--- config.mk ---
export PLATFORM = sky130hd
export DESIGN_NAME = spi_req_slave
export DESIGN_NICKNAME = d
export VERILOG_FILES = /design/src/rtl/spi_req_pkg.sv /design/src/rtl/spi_req_sync.sv /design/src/rtl/spi_req_rx.sv /design/src/rtl/spi_req_tx.sv /design/src/rtl/spi_req_slave.sv
export SDC_FILE = /design/constraint.sdc
export NUM_CORES = 1
export LEC_CHECK = 0
export BUFFER_PORTS_ARGS = -buffer_cell sky130_fd_sc_hd__buf_4
export CAP_MARGIN = 5
export CORE_ASPECT_RATIO = 1.1
export CORE_MARGIN = 5
export CORE_UTILIZATION = 45
export DETAILED_ROUTE_END_ITERATION = 8
export PLACE_DENSITY = 0.71
export SYNTH_ARGS = -nofsm -noshare
export SYNTH_HDL_FRONTEND = slang
export SYNTH_HIERARCHICAL = 1
export SYNTH_SLANG_ARGS = --single-unit
--- constraint.sdc ---
create_clock -name clk -period 5 [get_ports clk]
set_input_delay 1.5 -clock clk [delete_from_list [all_inputs] [get_ports clk]]
set_output_delay 1.5 -clock clk [all_outputs]
set_load 0.05 [all_outputs]
--- src/rtl/spi_req_pkg.sv ---
`timescale 1ns/1ps
package spi_req_pkg;

   // Serial clock transitions relative to the idle level.
   typedef struct packed {
      logic lead;   // leaving the idle level
      logic trail;  // returning to the idle level
   } sck_edge_t;

   function automatic sck_edge_t sck_classify(input logic prev, input logic cur, input logic idle);
      sck_edge_t e;
      e.lead  = (prev == idle) && (cur != idle);
      e.trail = (prev != idle) && (cur == idle);
      return e;
   endfunction

endpackage

--- src/rtl/spi_req_sync.sv ---
`timescale 1ns/1ps
module spi_req_sync #(
   parameter int unsigned WIDTH = 3,
   parameter int unsigned STAGES = 2,
   parameter logic [WIDTH-1:0] RST_VAL = '0
) (
   input  logic             clk,
   input  logic             rst_n,
   input  logic [WIDTH-1:0] d_i,
   output logic [WIDTH-1:0] q_o
);
   localparam int unsigned CHAIN_W = WIDTH * STAGES;

   logic [CHAIN_W-1:0] chain_q;

   generate
      if (STAGES < 2) begin : g_bad_stages
         $error("spi_req_sync: STAGES must be at least 2");
      end
   endgenerate

   always_ff @(posedge clk or negedge rst_n) begin
      if (!rst_n) chain_q <= {STAGES{RST_VAL}};
      else        chain_q <= {chain_q[CHAIN_W-WIDTH-1:0], d_i};
   end

   assign q_o = chain_q[CHAIN_W-1 -: WIDTH];
endmodule

--- src/rtl/spi_req_rx.sv ---
`timescale 1ns/1ps
module spi_req_rx #(
   parameter int unsigned WORD_W = 24
) (
   input  logic              clk,
   input  logic              rst_n,
   input  logic              abort_i,
   input  logic              sample_i,
   input  logic              bit_i,
   output logic              idle_o,
   output logic [WORD_W-1:0] word_o,
   output logic              done_o
);
   localparam int unsigned CNT_W = $clog2(WORD_W);
   localparam logic [CNT_W-1:0] LAST_IDX = CNT_W'(WORD_W - 1);

   logic [WORD_W-1:0] sh_q;
   logic [CNT_W-1:0]  cnt_q;
   logic [WORD_W-1:0] assembled;
   logic              last;

   assign assembled = {sh_q[WORD_W-2:0], bit_i};
   assign last      = (cnt_q == LAST_IDX);
   assign idle_o    = (cnt_q == '0);

   always_ff @(posedge clk or negedge rst_n) begin
      if (!rst_n) begin
         sh_q  <= '0;
         cnt_q <= '0;
      end else if (abort_i) begin
         cnt_q <= '0;
      end else if (sample_i) begin
         sh_q  <= assembled;
         cnt_q <= last ? '0 : cnt_q + 1'b1;
      end
   end

   always_ff @(posedge clk or negedge rst_n) begin
      if (!rst_n) begin
         word_o <= '0;
         done_o <= 1'b0;
      end else begin
         done_o <= sample_i && !abort_i && last;
         if (sample_i && !abort_i && last) word_o <= assembled;
      end
   end
endmodule

--- src/rtl/spi_req_tx.sv ---
`timescale 1ns/1ps
module spi_req_tx #(
   parameter int unsigned WORD_W = 24
) (
   input  logic              clk,
   input  logic              rst_n,
   input  logic              load_i,
   input  logic              shift_i,
   input  logic [WORD_W-1:0] word_i,
   output logic              bit_o
);
   logic [WORD_W-1:0] sh_q;

   always_ff @(posedge clk or negedge rst_n) begin
      if (!rst_n)       sh_q <= '0;
      else if (load_i)  sh_q <= word_i;
      else if (shift_i) sh_q <= {sh_q[WORD_W-2:0], 1'b0};
   end

   assign bit_o = sh_q[WORD_W-1];
endmodule

--- src/rtl/spi_req_slave.sv ---
`timescale 1ns/1ps
module spi_req_slave #(
   parameter int unsigned WORD_W = 24,
   parameter int unsigned SYNC_STAGES = 2
) (
   input  logic              clk,
   input  logic              rst_n,
   input  logic              cpol_i,
   input  logic              cpha_i,
   input  logic              sck_i,
   input  logic              mosi_i,
   input  logic              ss_n_i,
   output logic              miso_o,
   output logic              miso_oe_o,
   output logic              req_n_o,
   input  logic [WORD_W-1:0] tx_data_i,
   input  logic              tx_load_i,
   output logic              tx_underrun_o,
   output logic [WORD_W-1:0] rx_data_o,
   output logic              rx_valid_o,
   input  logic              rx_read_i,
   output logic              rx_overrun_o
);
   import spi_req_pkg::*;

   localparam int unsigned SYNC_W = 3;
   localparam logic [SYNC_W-1:0] SYNC_RST = 3'b001; // select idles high

   generate
      if (WORD_W < 2) begin : g_bad_word
         $error("spi_req_slave: WORD_W must be at least 2");
      end
      if (SYNC_STAGES < 2) begin : g_bad_sync
         $error("spi_req_slave: SYNC_STAGES must be at least 2");
      end
   endgenerate

   // Input synchronisation and edge detection
   logic [SYNC_W-1:0] pins_s;
   logic sck_s, mosi_s, ss_n_s;
   logic sck_q, sel_q, sel;
   sck_edge_t edge_now;

   spi_req_sync #(
      .WIDTH  (SYNC_W),
      .STAGES (SYNC_STAGES),
      .RST_VAL(SYNC_RST)
   ) i_sync (
      .clk  (clk),
      .rst_n(rst_n),
      .d_i  ({sck_i, mosi_i, ss_n_i}),
      .q_o  (pins_s)
   );

   assign {sck_s, mosi_s, ss_n_s} = pins_s;
   assign sel      = !ss_n_s;
   assign edge_now = sck_classify(sck_q, sck_s, cpol_i);

   always_ff @(posedge clk or negedge rst_n) begin
      if (!rst_n) begin
         sck_q <= 1'b0;
         sel_q <= 1'b0;
      end else begin
         sck_q <= sck_s;
         sel_q <= sel;
      end
   end

   logic sample_ev, shift_ev, rx_idle, tx_take, tx_shift;

   assign sample_ev = sel && (cpha_i ? edge_now.trail : edge_now.lead);
   assign shift_ev  = sel && (cpha_i ? edge_now.lead  : edge_now.trail);
   // cpha 0: word begins at select; cpha 1: at the first leading edge.
   assign tx_take   = cpha_i ? (shift_ev && rx_idle) : (sel && !sel_q);
   assign tx_shift  = shift_ev && !(cpha_i && rx_idle);

   // Transmit buffer
   logic [WORD_W-1:0] tx_buf_q;
   logic              tx_full_q;

   always_ff @(posedge clk or negedge rst_n) begin
      if (!rst_n) begin
         tx_buf_q      <= '0;
         tx_full_q     <= 1'b0;
         tx_underrun_o <= 1'b0;
      end else begin
         tx_underrun_o <= tx_take && !tx_full_q;
         if (tx_take) tx_full_q <= 1'b0;
         if (tx_load_i) begin
            tx_buf_q  <= tx_data_i;
            tx_full_q <= 1'b1;
         end
      end
   end

   spi_req_tx #(.WORD_W(WORD_W)) i_tx (
      .clk    (clk),
      .rst_n  (rst_n),
      .load_i (tx_take),
      .shift_i(tx_shift),
      .word_i (tx_buf_q),
      .bit_o  (miso_o)
   );

   spi_req_rx #(.WORD_W(WORD_W)) i_rx (
      .clk     (clk),
      .rst_n   (rst_n),
      .abort_i (!sel),
      .sample_i(sample_ev),
      .bit_i   (mosi_s),
      .idle_o  (rx_idle),
      .word_o  (rx_data_o),
      .done_o  (rx_valid_o)
   );

   // Receive bookkeeping, select framing and request
   logic rx_full_q, need_desel_q;

   always_ff @(posedge clk or negedge rst_n) begin
      if (!rst_n) begin
         rx_full_q    <= 1'b0;
         rx_overrun_o <= 1'b0;
         need_desel_q <= 1'b0;
         req_n_o      <= 1'b1;
      end else begin
         rx_overrun_o <= rx_valid_o && rx_full_q;
         if (rx_valid_o)     rx_full_q <= 1'b1;
         else if (rx_read_i) rx_full_q <= 1'b0;

         if (!sel)                       need_desel_q <= 1'b0;
         else if (rx_valid_o && !cpha_i) need_desel_q <= 1'b1;

         req_n_o <= !(tx_full_q && !rx_full_q && rx_idle && !need_desel_q && !rx_valid_o);
      end
   end

   assign miso_oe_o = sel;
endmodule

# Word-level counts from Yosys, hierarchy flattened
# Index checks and enable logic that the tools add are counted.
# W data, S select, Z words.
classes:
  addsub: 1
  n_eq_ne: 5
  n_mux: 14
  bitwise_logic: 1
  reduce_logical: 33
ops:
  columns: ["cell", "count"]
  rows:
  - ["$mux W24", 2]
  - ["$logic_and A1 B1 Y1", 17]
  - ["$mux W5", 3]
  - ["$reduce_bool A2 Y1", 5]
  - ["$logic_not A1 Y1", 9]
  - ["$mux W1", 9]
  - ["$add A5 B1 Y5 const B", 1]
  - ["$eq A5 B5 Y1 const B", 1]
  - ["$logic_not A5 Y1", 1]
  - ["$eq A1 B1 Y1", 2]
  - ["$ne A1 B1 Y1", 2]
  - ["$reduce_and A2 Y1", 1]
  - ["$not A1 Y1", 1]
totals:
  register_bits: 115
  in_bits: 33
  output_inout_bits: 30
  elab_cells: 69

# Depth between registers and ports, before layout
# Gate-level depths: netlist of the first run.
logic_depth:
  depth_word: 8
  mapped_depth: 9
  depth_no_buf: 7

# Hierarchy
# Netlist of the first run, hierarchy kept.
by_module_without_submodules:
  columns: ["module", "instances", "cells_per_inst", "area_each_um2", "seq_area_each_um2"]
  rows:
  - ["spi_req_rx", 1, 130, 2082.0, 1326.3]
  - ["spi_req_slave", 1, 87, 1265.0, 802.0]
  - ["spi_req_tx", 1, 104, 1124.8, 600.6]
  - ["spi_req_sync", 1, 9, 175.2, 152.6]

# Least setup slack after synthesis of the first run
# No wires, ideal clock.
synth_path:
  path_type: "input to register"
  startpoint: "in cpol_i"
  endpoint: "reg i_rx.sh_q[10]"
  setup_ps: 125
  arrival_time_ps: 2850
  required_time_ps: 4875
  slack_ps: 2026
  cell_stages: 7
  path_buffers: 2
  cell_sequence: "xor2_1 > mux2i_1 > nor2_1 > nor2b_1 > buf_2 > buf_2 > mux2_2"
synth_via:
  elab_chain_len: 5
  elab_cells_between_ends: 9
  classes_between: "eq/ne (4); mux (1); reduce/logical (4)"
synth_lines:
  columns: ["element", "line", "rtl"]
  rows:
  - ["from (decl)", "spi_req_slave.sv:8", "input logic cpol_i,"]
  - ["$eq A1 B1 Y1, or another cell as far along", "spi_req_pkg.sv:12", "e.lead = (prev == idle) && (cur != idle);"]
  - ["$logic_and A1 B1 Y1 (on tied branches)", "spi_req_pkg.sv:12, spi_req_pkg.sv:13", null]
  - ["$mux W1 (*)", "spi_req_slave.sv:71", "assign sample_ev = sel && (cpha_i ? edge_now.trail : edge_now.lead);"]
  - ["$logic_and A1 B1 Y1 (*)", "spi_req_slave.sv:71", null]
  - ["named net sample_ev", "spi_req_slave.sv:69", "logic sample_ev, shift_ev, rx_idle, tx_take, tx_shift;"]
  - ["$reduce_and A2 Y1 (no source line) (*)", null, null]
  - ["to (signal assigned)", "spi_req_rx.sv:33", "sh_q <= assembled;"]
  - ["to (decl)", "spi_req_rx.sv:17", "logic [WORD_W-1:0] sh_q;"]
# Mark *: on every way through the listed nets, which the timed path passes. The rest lies on a longest branch.
# A chain may end at the register's enable or synchronous reset.

# Worst setup path after layout of the first run
layout_path:
  startpoint: "in cpha_i"
  endpoint: "reg i_rx.sh_q[11]"
layout_via:
  elab_chain_len: 3
layout_lines:
  columns: ["element", "line", "rtl"]
  rows:
  - ["from (decl)", "spi_req_slave.sv:9", "input logic cpha_i,"]
  - ["$mux W1", "spi_req_slave.sv:71", null]
  - ["$logic_and A1 B1 Y1", "spi_req_slave.sv:71", null]
  - ["named net sample_ev", "spi_req_slave.sv:69", null]
  - ["$reduce_and A2 Y1 (no source line)", null, null]
# The timed path passes the listed nets, and every way through them passes these cells.

==> impl_metrics.ini, run 1 <==
[synth]
ys_ff_latch = 115
synthTopCellsByArea = dfrtp_1 (60%), mux2_2 (17%), mux2i_1 (5.6%), nand2_1 (2.5%), o21ai_1 (2.0%)
netlist_instances = 330
syn_area_mm2 = 0.00465
yosysSeqAreaShare = 0.620
synth_top_area_frac = 0.603
yosysWarningCount = 6
syn_area_per_cell_um2 = 14.1
synth_top_area_cell = dfrtp_1
synthDistinctLibCells = 37
synth_nets = 365

[final_layout]
utilization = 0.561
drive_above_1_share = 0.414
diodes = 0
flow.area_growth_from_synthesis_pct = 23.6
final_common_cell = dfrtp_1
final_nets = 433
fin_area_mm2 = 0.00574
final_cell_mix = dfrtp_1 (112), mux2_2 (69), buf_4 (68)

[die]
core_area_mm2 = 0.0102
die_y_um = 117
placementRows = 39
start_util = 0.453
ioPinCount = 63
die_w_um = 107
die_area_mm2 = 0.0125

[drt]
viasPerCell = 5.14
drt_pass1_iterations = 6
dr_wl_met2_mm = 3.78
met1_length_mm = 3.32
wl_met3_um = 598
route.detailed.drc = 0
wire_per_inst_um = 14.6
ant_nets = 0
highest_layer = met4
num_vias = 2747
drt_iter0_drc = 98
drt-total-wl_mm = 7.82

[worst_setup_path]
critPathKind = input port to flop
cp_max_fo = 15
critical_path_required_ps = 5280
end_kind = flop
start_kind = input port
worstPathArrival_ps = 3480

[place]
port_buffers = 62
dpl.hpwl_mm = 5.18
placed_cell_area_mm2 = 0.00519
routabilityCongestion = 0.732

[global_route]
gr-usage-all-layers = 0.142
gr-total-overflow = 0
antenna_found_initial = 0
grt_pass1_wl_mm = 13.5
grt_start_max_net_pins = 59
grt_pass1_vias = 2896

[sta]
period_needed_ps = 3200
clock_skew_ps = 13.3
worst_slew_pin_slew_ps = 917
fin_crit_sh = 0.641
finalSetupTns_ps = 0
hold_viol_final = 0
rsz0062_at_grt = no
finalMaxSlewViolations = 0
setup_viol = 0
max_slew_margin = 0.380
fmax_mhz = 312

[clock_network]
cts_tree = yes
cts_setup_buffers = 0
hold_buffers = 0
cts_sinks = 115
cts_resized = 0
clk_path_buf_depth = 2
htreeDepth = 4
cts_root_buffer = clkbuf_16
clkTransAtPathRegs_ps = 50
clk-insertion-delay-late_ps = 410
cts_buffers = 17

[power]
p_int_mw = 1.87
p_seq_frac = 0.452
power_mw = 2.40
p_per_area_mw_per_mm2 = 418
leakage_nw = 2.76
p_switching_uw = 531
pwr-share-comb = 0.083
clkPwrFrac = 0.465
max-vdd-ir-drop_mv = 0.306
swShare = 0.221

[status]
status = finished clean

[hold_path]
hold_path.class = flop to flop

[run]
maxCapViolations = 0
final cells by class:
cell class | instances | area, µm²
fill | 845 | 4500
sequential | 115 | 2880
multi-input combinational | 191 | 1630
timing repair buffer | 68 | 510
clock buffer | 25 | 465
tap | 123 | 154
clock inverter | 7 | 85.1
inverter | 5 | 18.8
cells by family (layout without fill, tap and decap cells):
logic type | count (synthesis) | in the layout | synth area share
flip-flops | 115 | 115 | 0.620
multiplexers | 97 | 97 | 0.228
AND/OR/NAND/NOR | 58 | 58 | 0.0654
AO/OA/AOI/OAI | 32 | 32 | 0.0393
buffers and inverters | 24 | 105 | 0.0380
adder cells (fa/ha/maj) | 2 | 2 | 0.00538
XOR/XNOR | 2 | 2 | 0.00377
state kept, by name (all words and copies together), names as in the netlist:
| register | flops |
|---|---|
| sck_q | 1 |
| need_desel_q | 1 |
| rx_full_q | 1 |
| tx_underrun_o | 1 |
| i_rx/sh_q | 23 |
| rx_overrun_o | 1 |
| tx_full_q | 1 |
| i_rx/word_o | 24 |
| i_sync/chain_q | 6 |
| i_tx/sh_q | 24 |
| sel_q | 1 |
| i_rx/done_o | 1 |
| tx_buf_q | 24 |
| i_rx/cnt_q | 5 |
| req_n_o | 1 |
Yosys cell counts (all sizes together):
cell      n
dfrtp   112
mux2     71
nand2    31
mux2i    26
o21ai    24
buf      18
nor2      8
inv       5
nor2b     4
dfstp     3
nand3     3
ha        2
nand4b    2
o32ai     2
or4       2
xor2      2
a21o      1
a21oi     1
a31oi     1
a32o      1
and2      1
and3      1
and4b     1
clkbuf    1
nand2b    1
nand3b    1
nor3b     1
nor4      1
nor4b     1
o31a      1
o31ai     1
critical path, cell delays in order:
cell     delay [ps]
buf_4           140
xor2_1          150
mux2i_1         120
nor2_1          240
nor2b_2         620
buf_4           340
mux2_2          370
metal layers:
layer	global-route usage	vias to the layer above
met5	0	-
li1	-	1291
met4	0.0631	0
met3	0.0757	13
met1	0.164	1382
met2	0.220	61
path summary, 6_finish.rpt:
path | slack (ps) | cells past startpoint | start | end
max reg2reg | 2330 | 8 | i_rx/cnt_q[0]$_DFFE_PN0P_ | i_tx/sh_q[0]$_DFFE_PN0P_
min reg2reg | 350 | 0 | i_sync/chain_q[0]$_DFF_PN1_ | i_sync/chain_q[3]$_DFF_PN1_
max | 1800 | 7 | cpha_i | i_rx/sh_q[11]$_DFFE_PN0P_
min in group asynchronous | 1150 | 1 | rst_n | tx_underrun_o$_DFF_PN0_
max in group asynchronous | 3000 | 2 | rst_n | i_rx/sh_q[18]$_DFFE_PN0P_
min | 350 | 0 | i_sync/chain_q[0]$_DFF_PN1_ | i_sync/chain_q[3]$_DFF_PN1_
per-stage QoR:
stage / instances / hold slack [ps] / worst slack, ps
2_1_floorplan: 330 / 331 / 2030
3_3_place_gp: 502 / 338 / 1450
3_5_place_dp: 502 / 338 / 1390
4_1_cts: 534 / 348 / 1800
5_1_grt: 534 / 352 / 1630
6_report: 534 / 348 / 1800
power by group through the flow:
stage          Clock, mW  Sequential (mW)  Combinational [mW]
2_1_floorplan          0             1.09               0.130
3_3_place_gp           0             1.10               0.195
3_5_place_dp           0             1.10               0.203
4_1_cts             1.15             1.09               0.204
5_1_grt             1.19             1.10               0.224
6_report            1.11             1.09               0.199
Note: power is estimated with default switching activity, not from simulation.
==> run 2, diff against run 1 <==
Clock period 5 ns to 3.3 ns, I/O delays scaled along.
==> impl_metrics.ini, run 2 (same netlist as run 1, synthesis figures left out) <==
[global_route]
grt_pass1_wl_mm = 14.5
gr-usage-all-layers = 0.149
antenna_found_initial = 0
grt_start_max_net_pins = 64
grt_pass1_vias = 3012
gr-total-overflow = 0

[sta]
setup_viol = 0
hold_slack_ps = 347
fmax_mhz = 404
fin_crit_sh = 0.750
finalMaxSlewViolations = 0
finalWorstSetupSlack_ps = 825
hold_viol_final = 0
finalSetupTns_ps = 0
rsz0062_at_grt = no
max_slew_margin = 0.465
period_needed_ps = 2480
worst_slew_pin_slew_ps = 802
clock_skew_ps = 11.8

[place]
routabilityCongestion = 0.707
port_buffers = 62
pre_cts_slack_ps = 524
placed_cell_area_mm2 = 0.00523
dpl.hpwl_mm = 5.30

[clock_network]
clkTransAtPathRegs_ps = 60
cts_resized = 0
hold_buffers = 0
cts_tree = yes
cts_buffers = 17
cts_root_buffer = clkbuf_16
cts_sinks = 115
clk-insertion-delay-late_ps = 410
htreeDepth = 4
clk_path_buf_depth = 2
cts_setup_buffers = 0

[drt]
route.detailed.drc = 0
drt_iter0_drc = 92
drt-total-wl_mm = 8.11
viasPerCell = 5.10
num_vias = 2729
ant_nets = 0
drt_pass1_iterations = 4
wire_per_inst_um = 15.1

[die]
placementRows = 39
die_w_um = 107
core_area_mm2 = 0.0102
ioPinCount = 63
die_area_mm2 = 0.0125
start_util = 0.453
die_y_um = 117

[worst_setup_path]
timing.reg2reg.setup_slack_ps = 1130
critPathKind = flop to output port
start_kind = flop
critical_path_required_ps = 2310
cp_max_fo = 12
r2r-start = i_rx/cnt_q[0]$_DFFE_PN0P_
worstPathArrival_ps = 1490
crit_start = i_sync/chain_q[3]$_DFF_PN1_
end_kind = output port

[final_layout]
final_cell_mix = dfrtp_1 (112), mux2_2 (69), buf_4 (67)
fin_area_mm2 = 0.00581
drive_above_1_share = 0.430
diodes = 0
final_common_cell = dfrtp_1
fillers = 834
flow.area_growth_from_synthesis_pct = 25.0
utilization = 0.567
reg.largest.list = i_rx/word_o (24), i_tx/sh_q (24), tx_buf_q (24)
final_nets = 434

[hold_path]
hold_path.class = flop to flop
hold_start = i_sync/chain_q[1]$_DFF_PN0_

[status]
status = finished clean

[power]
max-vdd-ir-drop_mv = 0.330
p_per_area_mw_per_mm2 = 643
leakage_nw = 2.79

[run]
maxCapViolations = 0
## run 2: cell types whose count changed in the layout (fill, tap and decap cells not counted), sizes merged
cell	before	now
clkbuf	25	18
clkinv	5	7
clkinvlp	0	2
inv	5	8
buf	68	69
## run 2: report_power, final
part | internal, mW | switching [mW] | total [mW]
clock | 1.12 | 0.663 | 1.78
sequential | 1.56 | 0.0857 | 1.64
combinational | 0.155 | 0.155 | 0.310
total | 2.83 | 0.903 | 3.74
## run 2: routing by layer
metal / global-route usage / share of wire / vias to the layer above
met1: 0.177 / 0.43 / 1354
met2: 0.243 / 0.50 / 58
met3: 0.0547 / 0.058 / 12
met4: 0.0699 / 0.015 / 0
li1: - / - / 1305
met5: 0 / 0 / -
## run 2: area by class of cell
type	count	area, µm²	area share
timing repair buffer	69	543	0.0935
tap	123	154	0.0265
inverter	5	18.8	0.00323
clock buffer	18	429	0.0739
multi-input combinational	191	1630	0.280
sequential	115	2880	0.496
clock inverter	14	155	0.0267
## run 2: path summary, 6_finish.rpt
| check | endpoint | cells after the start |
|---|---|---|
| worst max-delay path | miso_oe_o | 2 |
| worst min-delay path | i_sync/chain_q[4]$_DFF_PN0_ | 0 |
| min in group asynchronous | tx_buf_q[8]$_DFFE_PN0P_ | 1 |
| max in group asynchronous | i_rx/sh_q[20]$_DFFE_PN0P_ | 2 |
| worst max register to register | i_tx/sh_q[4]$_DFFE_PN0P_ | 9 |
| worst min register to register | i_sync/chain_q[4]$_DFF_PN0_ | 0 |
## run 2: critical path, cell delays in order (launching register included)
cell	delay, ps
dfstp_2	720
inv_1	140
buf_4	210
## run 2: per-stage QoR
step	instances	power, mW
floorplan	330	1.85
global route	535	3.91
global placement	503	1.96
CTS	535	3.78
finish	535	3.74
detailed placement	503	1.98
